`src/rtl/midi_note_pkg.sv`:
```
package midi_note_pkg;
  parameter int BYTE_W = 8;
  parameter int CHAN_W = 4;
  localparam int KEY_W = BYTE_W - 1;

  typedef enum logic [1:0] {
    BK_DATA,
    BK_NOTE_STATUS,
    BK_OTHER_STATUS,
    BK_REALTIME
  } byte_kind_e;

  typedef struct packed {
    logic              on;
    logic [CHAN_W-1:0] chan;
    logic [KEY_W-1:0]  key;
    logic [KEY_W-1:0]  vel;
  } note_rec_t;
endpackage

```
`src/rtl/midi_rst_sync.sv`:
```
module midi_rst_sync #(
  parameter int STAGES = 2
) (
  input  logic clk,
  input  logic rst_n,
  output logic rst_n_sync
);
  logic [STAGES-1:0] sync_q;

  always_ff @(posedge clk or negedge rst_n) begin
    if (!rst_n) sync_q <= '0;
    else        sync_q <= {sync_q[STAGES-2:0], 1'b1};
  end

  assign rst_n_sync = sync_q[STAGES-1];
endmodule

```
`src/rtl/midi_byte_classify.sv`:
```
module midi_byte_classify
  import midi_note_pkg::*;
(
  input  logic [BYTE_W-1:0] byte_in,
  output byte_kind_e        kind,
  output logic              on_status,
  output logic [CHAN_W-1:0] chan
);
  always_comb begin
    if (!byte_in[BYTE_W-1])                     kind = BK_DATA;
    else if (byte_in[BYTE_W-1 -: 5] == 5'b11111) kind = BK_REALTIME;
    else if (byte_in[BYTE_W-1 -: 3] == 3'b100)   kind = BK_NOTE_STATUS;
    else                                         kind = BK_OTHER_STATUS;
  end

  assign on_status = byte_in[BYTE_W-4];
  assign chan      = byte_in[CHAN_W-1:0];
endmodule

```
`src/rtl/midi_note_fsm.sv`:
```
module midi_note_fsm
  import midi_note_pkg::*;
(
  input  logic              clk,
  input  logic              rst_n,
  input  logic              stb,
  input  logic [BYTE_W-1:0] byte_in,
  input  byte_kind_e        kind,
  input  logic              on_status,
  input  logic [CHAN_W-1:0] chan,
  output logic              push,
  output note_rec_t         rec
);
  logic              rs_valid_q, rs_valid_n;
  logic              rs_on_q, rs_on_n;
  logic [CHAN_W-1:0] rs_chan_q, rs_chan_n;
  logic              have_key_q, have_key_n;
  logic [KEY_W-1:0]  key_q, key_n;
  logic              state_en;
  logic              vel_zero;

  assign vel_zero = (byte_in[KEY_W-1:0] == '0);
  assign state_en = stb;

  always_comb begin
    rs_valid_n = rs_valid_q;
    rs_on_n    = rs_on_q;
    rs_chan_n  = rs_chan_q;
    have_key_n = have_key_q;
    key_n      = key_q;
    push       = 1'b0;
    rec.on     = rs_on_q & ~vel_zero;
    rec.chan   = rs_chan_q;
    rec.key    = key_q;
    rec.vel    = byte_in[KEY_W-1:0];
    if (stb) begin
      case (kind)
        BK_NOTE_STATUS: begin
          rs_valid_n = 1'b1;
          rs_on_n    = on_status;
          rs_chan_n  = chan;
          have_key_n = 1'b0;
        end
        BK_OTHER_STATUS: begin
          rs_valid_n = 1'b0;
          have_key_n = 1'b0;
        end
        BK_DATA: begin
          if (rs_valid_q) begin
            if (!have_key_q) begin
              key_n      = byte_in[KEY_W-1:0];
              have_key_n = 1'b1;
            end else begin
              push       = 1'b1;
              have_key_n = 1'b0;
            end
          end
        end
        default: ;
      endcase
    end
  end

  always_ff @(posedge clk or negedge rst_n) begin
    if (!rst_n) begin
      rs_valid_q <= 1'b0;
      rs_on_q    <= 1'b0;
      rs_chan_q  <= '0;
      have_key_q <= 1'b0;
      key_q      <= '0;
    end else if (state_en) begin
      rs_valid_q <= rs_valid_n;
      rs_on_q    <= rs_on_n;
      rs_chan_q  <= rs_chan_n;
      have_key_q <= have_key_n;
      key_q      <= key_n;
    end
  end

  AST_PUSH_NEEDS_STATUS: assert property (@(posedge clk) disable iff (!rst_n)
    push |-> (rs_valid_q && have_key_q && stb));
  AST_OTHER_CLEARS: assert property (@(posedge clk) disable iff (!rst_n)
    (stb && kind == BK_OTHER_STATUS) |=> (!rs_valid_q && !have_key_q));
  AST_REALTIME_INERT: assert property (@(posedge clk) disable iff (!rst_n)
    (stb && kind == BK_REALTIME) |=> ($stable(rs_valid_q) && $stable(have_key_q) && $stable(key_q)));
  AST_ZERO_VEL_OFF: assert property (@(posedge clk) disable iff (!rst_n)
    push |-> !(rec.on && rec.vel == '0));
endmodule

```
`src/rtl/midi_note_outbuf.sv`:
```
module midi_note_outbuf
  import midi_note_pkg::*;
(
  input  logic      clk,
  input  logic      rst_n,
  input  logic      push,
  input  note_rec_t rec_in,
  input  logic      ready,
  output logic      valid,
  output note_rec_t rec_out
);
  note_rec_t out_q, out_n, hold_q, hold_n;
  logic      out_v_q, out_v_n, hold_v_q, hold_v_n;
  logic      out_en, hold_en, pop;

  assign pop = out_v_q & ready;

  always_comb begin
    out_n    = out_q;
    hold_n   = hold_q;
    out_v_n  = out_v_q;
    hold_v_n = hold_v_q;
    out_en   = 1'b0;
    hold_en  = 1'b0;
    if (pop) begin
      if (hold_v_q) begin
        out_n  = hold_q;
        out_en = 1'b1;
        if (push) begin
          hold_n  = rec_in;
          hold_en = 1'b1;
        end else begin
          hold_v_n = 1'b0;
        end
      end else if (push) begin
        out_n  = rec_in;
        out_en = 1'b1;
      end else begin
        out_v_n = 1'b0;
      end
    end else if (push) begin
      if (!out_v_q) begin
        out_n   = rec_in;
        out_en  = 1'b1;
        out_v_n = 1'b1;
      end else if (!hold_v_q) begin
        hold_n   = rec_in;
        hold_en  = 1'b1;
        hold_v_n = 1'b1;
      end
    end
  end

  always_ff @(posedge clk or negedge rst_n) begin
    if (!rst_n) begin
      out_v_q  <= 1'b0;
      hold_v_q <= 1'b0;
    end else begin
      out_v_q  <= out_v_n;
      hold_v_q <= hold_v_n;
    end
  end

  always_ff @(posedge clk or negedge rst_n) begin
    if (!rst_n)      out_q <= '0;
    else if (out_en) out_q <= out_n;
  end

  always_ff @(posedge clk or negedge rst_n) begin
    if (!rst_n)       hold_q <= '0;
    else if (hold_en) hold_q <= hold_n;
  end

  assign valid   = out_v_q;
  assign rec_out = out_q;

  AST_HOLD_BEHIND_OUT: assert property (@(posedge clk) disable iff (!rst_n)
    hold_v_q |-> out_v_q);
  AST_OUT_STABLE: assert property (@(posedge clk) disable iff (!rst_n)
    (out_v_q && !ready) |=> (out_v_q && $stable(out_q)));
  AST_HOLD_PROMOTED: assert property (@(posedge clk) disable iff (!rst_n)
    (pop && hold_v_q) |=> out_v_q);
endmodule

```
`src/rtl/midi_note_parser.sv`:
```
module midi_note_parser
  import midi_note_pkg::*;
(
  input  logic              clk,
  input  logic              rst_n,
  input  logic [BYTE_W-1:0] in_byte,
  input  logic              in_stb,
  input  logic              out_ready,
  output logic              out_valid,
  output logic              out_on,
  output logic [CHAN_W-1:0] out_chan,
  output logic [KEY_W-1:0]  out_key,
  output logic [KEY_W-1:0]  out_vel
);
  logic              rst_n_s;
  byte_kind_e        kind;
  logic              on_status;
  logic [CHAN_W-1:0] chan;
  logic              push;
  note_rec_t         rec, rec_out;

  midi_rst_sync #(.STAGES(2)) u_rst (
    .clk(clk), .rst_n(rst_n), .rst_n_sync(rst_n_s)
  );

  midi_byte_classify u_cls (
    .byte_in(in_byte), .kind(kind), .on_status(on_status), .chan(chan)
  );

  midi_note_fsm u_fsm (
    .clk(clk), .rst_n(rst_n_s), .stb(in_stb), .byte_in(in_byte),
    .kind(kind), .on_status(on_status), .chan(chan),
    .push(push), .rec(rec)
  );

  midi_note_outbuf u_buf (
    .clk(clk), .rst_n(rst_n_s), .push(push), .rec_in(rec),
    .ready(out_ready), .valid(out_valid), .rec_out(rec_out)
  );

  assign out_on   = rec_out.on;
  assign out_chan = rec_out.chan;
  assign out_key  = rec_out.key;
  assign out_vel  = rec_out.vel;

  AST_RESET_IDLE: assert property (@(posedge clk) disable iff (!rst_n_s)
    $rose(rst_n_s) |-> !out_valid);
endmodule

```
`config.mk`:
```
export PLATFORM = sky130hd
export DESIGN_NAME = midi_note_parser
export DESIGN_NICKNAME = d
export VERILOG_FILES = /design/src/rtl/midi_note_pkg.sv /design/src/rtl/midi_rst_sync.sv /design/src/rtl/midi_byte_classify.sv /design/src/rtl/midi_note_fsm.sv /design/src/rtl/midi_note_outbuf.sv /design/src/rtl/midi_note_parser.sv
export SDC_FILE = /design/constraint.sdc
export NUM_CORES = 1
export LEC_CHECK = 0
export BUFFER_PORTS_ARGS = -buffer_cell sky130_fd_sc_hd__buf_4
export CORE_MARGIN = 2
export CORE_UTILIZATION = 61
export CTS_BUF_LIST = sky130_fd_sc_hd__clkbuf_8 sky130_fd_sc_hd__clkbuf_16
export CTS_CLUSTER_DIAMETER = 200
export DETAILED_ROUTE_END_ITERATION = 10
export PLACE_DENSITY = 0.88
export RECOVER_POWER = 50
export SYNTH_ARGS = -nofsm -noshare
export SYNTH_HDL_FRONTEND = slang
export SYNTH_SLANG_ARGS = --single-unit
export TNS_END_PERCENT = 20
```
`constraint.sdc`:
```
create_clock -name clk -period 4.3 [get_ports clk]
set_input_delay 0.86 -clock clk [delete_from_list [all_inputs] [get_ports clk]]
set_output_delay 0.86 -clock clk [all_outputs]
set_load 0.01 [all_outputs]
```
==> impl_metrics.ini <==
[run_status]
status = finished, violations left
violations = max-capacitance violations, max-slew violations

[timing]
min_period_ns = 2.11
holdWs_ns = 0.315
setup_viol = 0
fmax_mhz = 475
setup_tns_ns = 0
skew_ns = 0.0123
relSlewSlack_pct = -38.1
maxSlewViolCount = 55
max_slew.worst_pin.slew_ns = 2.07
min_period_over_period_pct = 49.0
hold_violations = 0
rsz0062_at_grt = no

[setup_path]
worst-setup-path-type = input pin to register
r2r_end = u_buf.rec_out[3]$_DFFE_PN0P_
rr_startpoint = u_rst.sync_q[1]$_DFF_PN0_
r2r_slack_ns = 2.24
crit_path_start_kind = input pin
required_ns = 4.50
critPathCaptureType = register
r2r_cells = 0
crit_arrival_ns = 2.30
path_max_fanout = 19

[synth]
yosys_register_bits = 56
seq_area_frac_synth_pct = 58.2
synth_cell_types = 32
yosys_warnings = 0
syn_nets = 178
syn-cell-area_um2 = 2410
synth_cells = 166
postSynthAreaPerCell_um2 = 14.5

[die]
boundaryPins = 32
die_y_um = 66.8
core_um2 = 3720
dieArea_um2 = 4460
fp-row-count = 22
start_util_pct = 64.8
die_w_um = 66.8

[power_and_ir_drop]
ir_drop_v = 0.000338
total_power_uw = 1620
leakage_uw = 0.00126
p_per_area_nw_per_um2 = 595

[finish]
final_layout_size_suffix_gt1_share_pct = 52.5
diodes = 0
nNetsFinal = 209
final_core_util_pct = 73.3
final_cells = 246
area_growth_pct = 13.2

[global_route]
antenna_found_initial = 0
grt_max_degree = 55
overflow = 0
grt_pass1_wl_mm = 7.71
grt_pass1_vias = 1536
track_usage_pct = 23.6

[detailed_routing]
route.detailed.wl_per_inst_um = 18.1
via_per_inst = 6.10
dr.pass1.iters = 4
totalWireLength_mm = 4.46
antenna_left = 0
drt_iter0_markers = 141
drc = 0
vias = 1500

[cts]
clk_path_buf_depth = 2
root_buffer = clkbuf_8
cts_sinks = 56
cts.reportedPaths.clkPinSlew_ns = 0.09
clk_latency_ns = 0.31
cts_hold_buf = 0
cts_resized = 0
post_cts_buffers = 0
cts-buffers-inserted = 5
cts_tree = built
cts.htree.levels = 2

[placed_design]
gp_congestion = 0.743
port_buffers = 31
dpl.hpwl_mm = 2.88
dp.cells = 238

[hold_path]
hold_class = input pin to async pin

[job]
cap_violations = 1
==> Yosys cell counts <==
| cell | count | area [um^2] |
|---|---|---|
| a21boi_0 | 2 | 15.0 |
| a21o_1 | 2 | 15.0 |
| conb_1 | 1 | 3.75 |
| a221o_1 | 1 | 10.0 |
| nand3_1 | 3 | 15.0 |
| nand2_1 | 5 | 18.8 |
| o21ai_0 | 1 | 5.00 |
| nor3_1 | 2 | 10.0 |
| buf_2 | 3 | 15.0 |
| nand4_1 | 1 | 6.26 |
| nand2b_1 | 3 | 18.8 |
| nor2_1 | 1 | 3.75 |
| a21oi_1 | 2 | 10.0 |
| buf_6 | 2 | 22.5 |
| and2_1 | 1 | 6.26 |
| nand4_4 | 1 | 21.3 |
| and4b_1 | 1 | 10.0 |
| clkbuf_1 | 1 | 3.75 |
| or2_2 | 18 | 113 |
| a2bb2oi_4 | 1 | 26.3 |
| mux2_4 | 10 | 150 |
| nor3_2 | 1 | 10.0 |
| nor4_1 | 1 | 6.26 |
| inv_1 | 2 | 7.51 |
| buf_4 | 1 | 7.51 |
| mux2_2 | 21 | 236 |
| a22o_1 | 1 | 8.76 |
| o221a_2 | 18 | 203 |
| nand4b_1 | 1 | 8.76 |
| o2bb2ai_1 | 1 | 8.76 |
| mux2i_1 | 1 | 10.0 |
| dfrtp_1 | 56 | 1400 |
==> per-layer routing <==
layer / vias to the layer above / global-route usage, % / routed length, um
met5: - / 0 / 0
li1: 678 / - / -
met2: 33 / 36.6 / 2200
met1: 785 / 32.4 / 2010
met3: 4 / 6.08 / 185
met4: 0 / 8.42 / 70
==> kinds of logic after synthesis <==
group	share of synthesized area, %
DFF	58.2
buffers and inverters	2.34
and+or+nand+nor	10.3
muxes	16.5
other	0.156
AOI/OAI and AO/OA	12.5
==> worst max path at each step <==
stage / from / to / cells past startpoint
finish: in_byte[7] / u_buf.hold_q[13]$_DFFE_PN0P_ / 4
global route: u_rst.sync_q[1]$_DFF_PN0_ / u_fsm.rs_on_q$_DFFE_PN0P_ / 0
CTS: in_byte[7] / u_buf.hold_q[13]$_DFFE_PN0P_ / 4
detailed placement: in_byte[7] / u_buf.hold_q[2]$_DFFE_PN0P_ / 4
global placement: in_byte[7] / u_buf.hold_q[17]$_DFFE_PN0P_ / 4
floorplan: in_byte[7] / u_buf.hold_q[0]$_DFFE_PN0P_ / 5
==> registers in the layout, indices dropped and copies added (netlist names) <==
register,cells
u_buf.hold_q,19
u_buf.rec_out,19
u_fsm.key_q,7
u_fsm.rs_chan_q,4
u_rst.sync_q,2
u_buf.hold_v_q,1
u_buf.valid,1
u_fsm.have_key_q,1
u_fsm.rs_on_q,1
u_fsm.rs_valid_q,1
==> worst max-delay path, stage by stage <==
cell	delay [ns]
clkbuf_1	0.14
and4b_1	0.44
nand4_4	0.42
mux2_4	0.44
==> per-stage QoR <==
stage	setup slack, ns	cell area [um^2]
finish	2.19	2730
global placement	1.95	2650
CTS	2.25	2750
global route	1.75	2730
floorplan	2.30	2410
detailed placement	1.91	2650
==> power breakdown <==
| group | internal (uW) | switching [uW] |
|---|---|---|
| logic | 329 | 202 |
| clock network | 129 | 163 |
| registers | 677 | 122 |
| total | 1130 | 487 |
==> layout make-up <==
class	count	area [um^2]
flip-flops and latches	56	1400
fillers	245	991
multi-input cells	101	950
repair buffers	31	214
clock buffers	6	82.6
well taps	48	60.1
clock inverters	2	10.0
inverters	2	7.51
==> layout by cell type, fill, tap and decap left out, types with 2 or more instances in the layout <==
cell type and instances:
nand2b_1 3, clkinv_2 2, a21boi_0 2, mux2_2 21, nand2_1 5, dfrtp_1 56, or2_2 18, a21oi_1 2
a21o_1 2, mux2_4 10, o221a_2 18, nand3_1 3, clkbuf_1 5, nor3_1 2, clkbuf_8 6, buf_4 26
inv_1 2
(Power assumes the default switching activity.)
